===== src/rtl/sar_seq_pkg.sv =====
package sar_seq_pkg;
    typedef enum logic [1:0] {
        SEQ_IDLE  = 2'd0,
        SEQ_ARMED = 2'd1,
        SEQ_CONV  = 2'd2,
        SEQ_ACQ   = 2'd3
    } seq_state_t;
endpackage


===== src/rtl/sar_start_detect.sv =====
module sar_start_detect (
    input  logic clk,
    input  logic rst_n,
    input  logic conv_pin,
    input  logic ctl_wr,
    input  logic ctl_start,
    input  logic accept,
    input  logic clear_sw,
    output logic req,
    output logic sw_bit
);
    logic pin_q;
    logic req_pin;
    logic req_sw;

    assign req_pin = conv_pin & ~pin_q;
    assign req_sw  = ctl_wr & ctl_start;
    assign req     = req_pin | req_sw;

    always_ff @(posedge clk) begin
        if (!rst_n) begin
            pin_q  <= 1'b0;
            sw_bit <= 1'b0;
        end else begin
            pin_q <= conv_pin;
            if (clear_sw)
                sw_bit <= 1'b0;
            else if (accept && req_sw)
                sw_bit <= 1'b1;
        end
    end
endmodule


===== src/rtl/sar_half_counter.sv =====
module sar_half_counter #(
    parameter int CNT_W = 6
) (
    input  logic             clk,
    input  logic             rst_n,
    input  logic             load,
    input  logic [CNT_W-1:0] load_val,
    output logic             zero
);
    logic [CNT_W-1:0] cnt_q;

    always_ff @(posedge clk) begin
        if (!rst_n)
            cnt_q <= '0;
        else if (load)
            cnt_q <= load_val;
        else if (cnt_q != '0)
            cnt_q <= cnt_q - 1'b1;
    end

    assign zero = (cnt_q == '0);
endmodule


===== src/rtl/sar_result_fmt.sv =====
module sar_result_fmt #(
    parameter int RES_W = 12
) (
    input  logic             clk,
    input  logic             rst_n,
    input  logic             capture,
    input  logic             update,
    input  logic             bipolar,
    input  logic [RES_W-1:0] code_in,
    output logic [RES_W-1:0] result
);
    logic [RES_W-1:0] held_q;
    logic [RES_W-1:0] formatted;

    always_comb begin
        formatted = held_q;
        if (bipolar)
            formatted[RES_W-1] = ~held_q[RES_W-1];
    end

    always_ff @(posedge clk) begin
        if (!rst_n) begin
            held_q <= '0;
            result <= '0;
        end else begin
            if (capture)
                held_q <= code_in;
            if (update)
                result <= formatted;
        end
    end
endmodule


===== src/rtl/sar_conv_seq.sv =====
module sar_conv_seq #(
    parameter int RES_W       = 12,
    parameter int FAST_HALVES = 33,
    parameter int SLOW_HALVES = 35,
    parameter int ACQ_HALVES  = 4
) (
    input  logic             clk,
    input  logic             rst_n,
    input  logic             conv_pin,
    input  logic             ctl_wr,
    input  logic             ctl_start,
    input  logic             bipolar_mode,
    input  logic [RES_W-1:0] adc_code,
    output logic             mclk_hi,
    output logic             hold,
    output logic             busy,
    output logic             data_valid,
    output logic [RES_W-1:0] result,
    output logic             sw_start_bit,
    output logic             start_err
);
    import sar_seq_pkg::*;

    localparam int MAX_HALVES = (SLOW_HALVES > ACQ_HALVES) ? SLOW_HALVES : ACQ_HALVES;
    localparam int CNT_W      = $clog2(MAX_HALVES + 1);
    localparam logic [CNT_W-1:0] FAST_LD = CNT_W'(FAST_HALVES - 1);
    localparam logic [CNT_W-1:0] SLOW_LD = CNT_W'(SLOW_HALVES - 1);
    localparam logic [CNT_W-1:0] ACQ_LD  = CNT_W'(ACQ_HALVES - 1);

    seq_state_t       state_q, state_d;
    logic             ph_q;
    logic             seen_rise_q;
    logic             valid_q;
    logic             err_q;
    logic             req;
    logic             accept;
    logic             cnt_zero;
    logic             cnt_load;
    logic [CNT_W-1:0] cnt_val;
    logic             conv_done;

    sar_start_detect u_start (
        .clk       (clk),
        .rst_n     (rst_n),
        .conv_pin  (conv_pin),
        .ctl_wr    (ctl_wr),
        .ctl_start (ctl_start),
        .accept    (accept),
        .clear_sw  (conv_done),
        .req       (req),
        .sw_bit    (sw_start_bit)
    );

    sar_half_counter #(.CNT_W(CNT_W)) u_cnt (
        .clk      (clk),
        .rst_n    (rst_n),
        .load     (cnt_load),
        .load_val (cnt_val),
        .zero     (cnt_zero)
    );

    sar_result_fmt #(.RES_W(RES_W)) u_fmt (
        .clk     (clk),
        .rst_n   (rst_n),
        .capture (accept),
        .update  (conv_done),
        .bipolar (bipolar_mode),
        .code_in (adc_code),
        .result  (result)
    );

    assign accept    = (state_q == SEQ_IDLE) && req;
    assign conv_done = (state_q == SEQ_CONV) && cnt_zero;

    // next state and counter loading
    always_comb begin
        state_d  = state_q;
        cnt_load = 1'b0;
        cnt_val  = '0;
        unique case (state_q)
            SEQ_IDLE: begin
                if (req)
                    state_d = SEQ_ARMED;
            end
            SEQ_ARMED: begin
                if (ph_q) begin
                    state_d  = SEQ_CONV;
                    cnt_load = 1'b1;
                    cnt_val  = seen_rise_q ? FAST_LD : SLOW_LD;
                end
            end
            SEQ_CONV: begin
                if (cnt_zero) begin
                    state_d  = SEQ_ACQ;
                    cnt_load = 1'b1;
                    cnt_val  = ACQ_LD;
                end
            end
            SEQ_ACQ: begin
                if (cnt_zero)
                    state_d = SEQ_IDLE;
            end
            default: state_d = SEQ_IDLE;
        endcase
    end

    // state register
    always_ff @(posedge clk) begin
        if (!rst_n) begin
            state_q     <= SEQ_IDLE;
            ph_q        <= 1'b0;
            seen_rise_q <= 1'b0;
            valid_q     <= 1'b0;
            err_q       <= 1'b0;
        end else begin
            state_q <= state_d;
            ph_q    <= ~ph_q;
            valid_q <= conv_done;
            if (req && state_q != SEQ_IDLE)
                err_q <= 1'b1;
            if (accept)
                seen_rise_q <= 1'b0;
            else if (state_q == SEQ_ARMED && !ph_q)
                seen_rise_q <= 1'b1;
        end
    end

    // outputs
    always_comb begin
        hold = 1'b0;
        busy = 1'b0;
        unique case (state_q)
            SEQ_IDLE:  hold = 1'b0;
            SEQ_ARMED: hold = 1'b1;
            SEQ_CONV: begin
                hold = 1'b1;
                busy = 1'b1;
            end
            SEQ_ACQ:   hold = 1'b0;
            default:   hold = 1'b0;
        endcase
    end

    assign mclk_hi    = ph_q;
    assign data_valid = valid_q;
    assign start_err  = err_q;

    // checker counters: busy run length and cycles since busy fell
    logic [CNT_W-1:0] chk_busy_len;
    logic [CNT_W-1:0] chk_gap;

    always_ff @(posedge clk) begin
        if (!rst_n) begin
            chk_busy_len <= '0;
            chk_gap      <= CNT_W'(ACQ_HALVES);
        end else begin
            if (busy)
                chk_busy_len <= chk_busy_len + 1'b1;
            else
                chk_busy_len <= '0;
            if (busy)
                chk_gap <= '0;
            else if (chk_gap < CNT_W'(ACQ_HALVES))
                chk_gap <= chk_gap + 1'b1;
        end
    end

    assert_busy_on_fall_R3: assert property (@(posedge clk) disable iff (!rst_n)
        $rose(busy) |-> ($past(hold) && $past(mclk_hi)));

    assert_busy_len_R4: assert property (@(posedge clk) disable iff (!rst_n)
        $fell(busy) |-> ($past(chk_busy_len) == CNT_W'(FAST_HALVES - 1) ||
                         $past(chk_busy_len) == CNT_W'(SLOW_HALVES - 1)));

    assert_valid_pulse_R5: assert property (@(posedge clk) disable iff (!rst_n)
        data_valid |-> $fell(busy));

    assert_sw_clear_R6: assert property (@(posedge clk) disable iff (!rst_n)
        $fell(busy) |-> !sw_start_bit);

    assert_acq_window_R7: assert property (@(posedge clk) disable iff (!rst_n)
        $rose(hold) |-> ($past(chk_gap) >= CNT_W'(ACQ_HALVES)));

    assert_err_sticky_R9: assert property (@(posedge clk) disable iff (!rst_n)
        start_err |=> start_err);

    assert_result_stable_R10: assert property (@(posedge clk) disable iff (!rst_n)
        !data_valid |-> $stable(result));
endmodule


===== config.mk =====
export PLATFORM = sky130hd
export DESIGN_NAME = sar_conv_seq
export DESIGN_NICKNAME = d
export VERILOG_FILES = /design/src/rtl/sar_seq_pkg.sv /design/src/rtl/sar_start_detect.sv /design/src/rtl/sar_half_counter.sv /design/src/rtl/sar_result_fmt.sv /design/src/rtl/sar_conv_seq.sv
export SDC_FILE = /design/constraint.sdc
export NUM_CORES = 1
export LEC_CHECK = 0
export ABC_AREA = 1
export BUFFER_PORTS_ARGS = -buffer_cell sky130_fd_sc_hd__buf_2
export CORE_MARGIN = 4
export CORE_UTILIZATION = 40
export DETAILED_ROUTE_END_ITERATION = 16
export MAX_ROUTING_LAYER = met4
export PLACE_DENSITY = 0.67
export SLEW_MARGIN = 15
export SYNTH_ARGS = -nofsm -noshare
export SYNTH_HDL_FRONTEND = slang
export SYNTH_SLANG_ARGS = --single-unit

===== constraint.sdc =====
create_clock -name clk -period 1.7 [get_ports clk]
set_input_delay 0.17 -clock clk [delete_from_list [all_inputs] [get_ports clk]]
set_output_delay 0.17 -clock clk [all_outputs]
set_load 0.01 [all_outputs]

==> impl_metrics.csv <==
group,metric,value,unit
status,outcome,"finished clean",
cells_and_area,nFillCells,419,
clock_tree,cts_hold_buf,0,
cells_and_area,stdcell_count,291,
setup_path,crit_fanout,8,
logic_synthesis,syn_nets,224,
cells_and_area,multi_input_area,777,um^2
grt,grt_pass1_wl,5330,um
pwr,p_seq_frac,0.372,
floorplan,start_util,0.417,
grt,grt_max_degree,20,
logic_synthesis,synth_edf_count,0,
setup_path,critPathBufInv,1,
sta,hold_viol_final,0,
clock_tree,cts_root_buf,"clkbuf_8",
clock_tree,cts_tree,"yes",
floorplan,ios,36,
sta,worst_pin_slew,0.302,ns
setup_path,crit_type,"flop to flop",
grt,overflow,0,
pwr,p_int,1.96,mW
grt,grt_pass1_vias,1237,
setup_path,cp_top_family,"flip-flops",
drt,drc,0,
clock_tree,clock_latency,0.29,ns
pwr,power_density,1620,nW/um^2
floorplan,die_w,72.8,um
drt,firstDrtPassIters,4,
sta,fin_crit_sh,0.917,
floorplan,placementRows,23,
sta,period_needed,1.56,ns
sta,fin_skew,0.00538,ns
pwr,p_comb_frac,0.434,
pwr,pwr-share-clk,0.195,
setup_path,cp.required,1.86,ns
setup_path,end_kind,"flop",
sta,slew_headroom,0.798,
grt,antenna_found_initial,0,
setup_path,arrival,1.72,ns
pwr,peakVddDrop,0.000808,V
drt,drtAntennaViolNets,0,
cells_and_area,sequential_cell_area,761,um^2
placed_design,place_hpwl,2400,um
clock_tree,clockBufferDepth,2,
placed_design,port_buffers,35,
logic_synthesis,ys_seq_area_frac,0.452,
cells_and_area,layout_common_cells,"dfxtp_1 (38), buf_2 (35), inv_1 (28), nand2_1 (27)",
cells_and_area,syn_to_final_growth,20.5,%
drt,wl_per_cell,11.2,um
drt,viasPerCell,4.61,
clock_tree,cts.sinks,38,
clock_tree,clk_pin_slew,0.07,ns
setup_path,r2r_slack,0.14,ns
logic_synthesis,async_reset_ff_frac,0,
cells_and_area,drive_gt1_frac,0.324,
pwr,power_leakage,0.981,nW
drt,via_count,1341,
cells_and_area,final_common_cell,"dfxtp_1",
logic_synthesis,synth_warnings,0,
setup_path,start_kind,"flop",
cells_and_area,finalNetCount,265,
pwr,swShare,0.403,
setup_path,critPathSlowestCell,"dfxtp_1",
placed_design,dpl.cell_count,282,
pwr,power_switching,1.32,mW
cells_and_area,diodes,0,
job,drv_cap,0,
logic_synthesis,avgSynthCellArea,8.45,um^2
clock_tree,cts_inserted_buffers,5,
sta,setup_viol,0,
floorplan,fp.dieH,72.8,um
sta,finalMaxSlewViolations,0,
placed_design,place.gp.congestion,0.819,
min_path,hold_path.class,"input port to flop",
setup_path,crit_chain,"inv_1 -> ha_1 -> nand3_2 -> o21ai_0 -> nand2_1 -> nand2_1 -> a21oi_1",
logic_synthesis,synth_cell_type_count,29,
drt,initialDrtViolationCount,35,
floorplan,fp.dieArea,5310,um^2
drt,finalWirelength,3250,um
logic_synthesis,synthCells,199,
grt,grt_util_all_layers,0.133,
logic_synthesis,ys.flop_type,"dfxtp_1",
logic_synthesis,synth-seq-cells,38,
setup_path,cpPeakStageDelay,0.39,ns
sta,rsz0062_at_grt,"no",
logic_synthesis,netlist_area,1680,um^2
clock_tree,htree_levels,2,
sta,setup_tns,0,ns
sta,fmax,642,MHz
setup_path,crit_top_cell,"nand2_1",
floorplan,fp.coreArea,4030,um^2
Yosys cell counts, types with 2 or more instances:
master / instances / share of area
dfxtp_1: 38 / 0.45
inv_1: 28 / 0.062
nand2_1: 27 / 0.060
a21oi_1: 17 / 0.051
nor2_1: 17 / 0.038
o21ai_2: 11 / 0.057
nand2_2: 9 / 0.033
o21ai_0: 9 / 0.027
ha_1: 7 / 0.052
o21ai_1: 7 / 0.021
nand3_1: 6 / 0.018
nor2_4: 3 / 0.020
a211oi_1: 2 / 0.0089
buf_2: 2 / 0.0060
buf_6: 2 / 0.013
repair_timing:
action | CTS | global route
resized for setup | 0 | 1
endpoints found under the setup margin | 0 | 4
buffers inserted | 0 | 1
metal layers:
layer	wire (um)	track usage
met2	1490	0.200
met5	0	-
met3	181	0.0441
met1	1530	0.165
met4	53	0.0512
sequential cells by signal, summed over array words and instances (netlist names):
name and count:
data_valid 1, mclk_hi 1, seen_rise_q 1, start_err 1, state_q 2, u_cnt.cnt_q 6
u_fmt.held_q 12, u_fmt.result 12, u_start.pin_q 1, u_start.sw_bit 1
area by class of cell:
class                   count  share of cell area
multi-input cells         127               0.384
inverters                  28              0.0519
clock buffers               6              0.0408
well taps                  50              0.0309
repair buffers             40               0.111
clock inverters             2             0.00618
flip-flops and latches     38               0.376
power groups by stage:
stage / clock network (mW) / registers, mW / logic, mW
5_1_grt: 0.699 / 1.24 / 1.61
4_1_cts: 0.662 / 1.22 / 1.40
3_5_place_dp: 0 / 1.24 / 1.39
3_3_place_gp: 0 / 1.23 / 1.37
2_1_floorplan: 0 / 1.23 / 1.10
6_report: 0.638 / 1.22 / 1.42
metrics by stage:
| stage | instance area, um^2 | hold slack (ns) | power [mW] | worst slack [ns] | util |
|---|---|---|---|---|---|
| after floorplan | 1680 | 0.263 | 2.33 | 0.202 | - |
| after global placement | 1910 | 0.370 | 2.60 | 0.130 | 0.473 |
| after detailed placement | 1910 | 0.374 | 2.63 | 0.0996 | 0.473 |
| after CTS | 2000 | 0.0728 | 3.28 | 0.0729 | 0.497 |
| after global routing | 2030 | 0.0917 | 3.55 | 0.0368 | 0.503 |
| final | 2030 | 0.0800 | 3.28 | 0.142 | 0.503 |
tightest hold or removal path, cell delays in order:
cell and delay, ns:
buf_2 0.09, nand2_1 0.04, inv_1 0.04
logic make-up (layout without fill, tap and decap cells):
family                   after synthesis  after routing  share of synthesized area
buffers and inverters                 34             76                     0.0885
XOR/XNOR                               2              2                     0.0104
AO/OA/AOI/OAI                         49             49                      0.182
adder cells (fa/ha/maj)                7              7                     0.0521
AND/OR/NAND/NOR                       69             69                      0.215
flip-flops                            38             38                      0.452
path summary, 6_finish.rpt:
path,startpoint,to,cells after the start
worst max register to register,state_q[1],u_cnt.cnt_q[1],7
worst max-delay path,state_q[1],u_cnt.cnt_q[1],7
worst min-delay path,conv_pin,u_start.pin_q,3
worst min register to register,u_fmt.held_q[4],u_fmt.result[4],2
(Power assumes the default switching activity.)
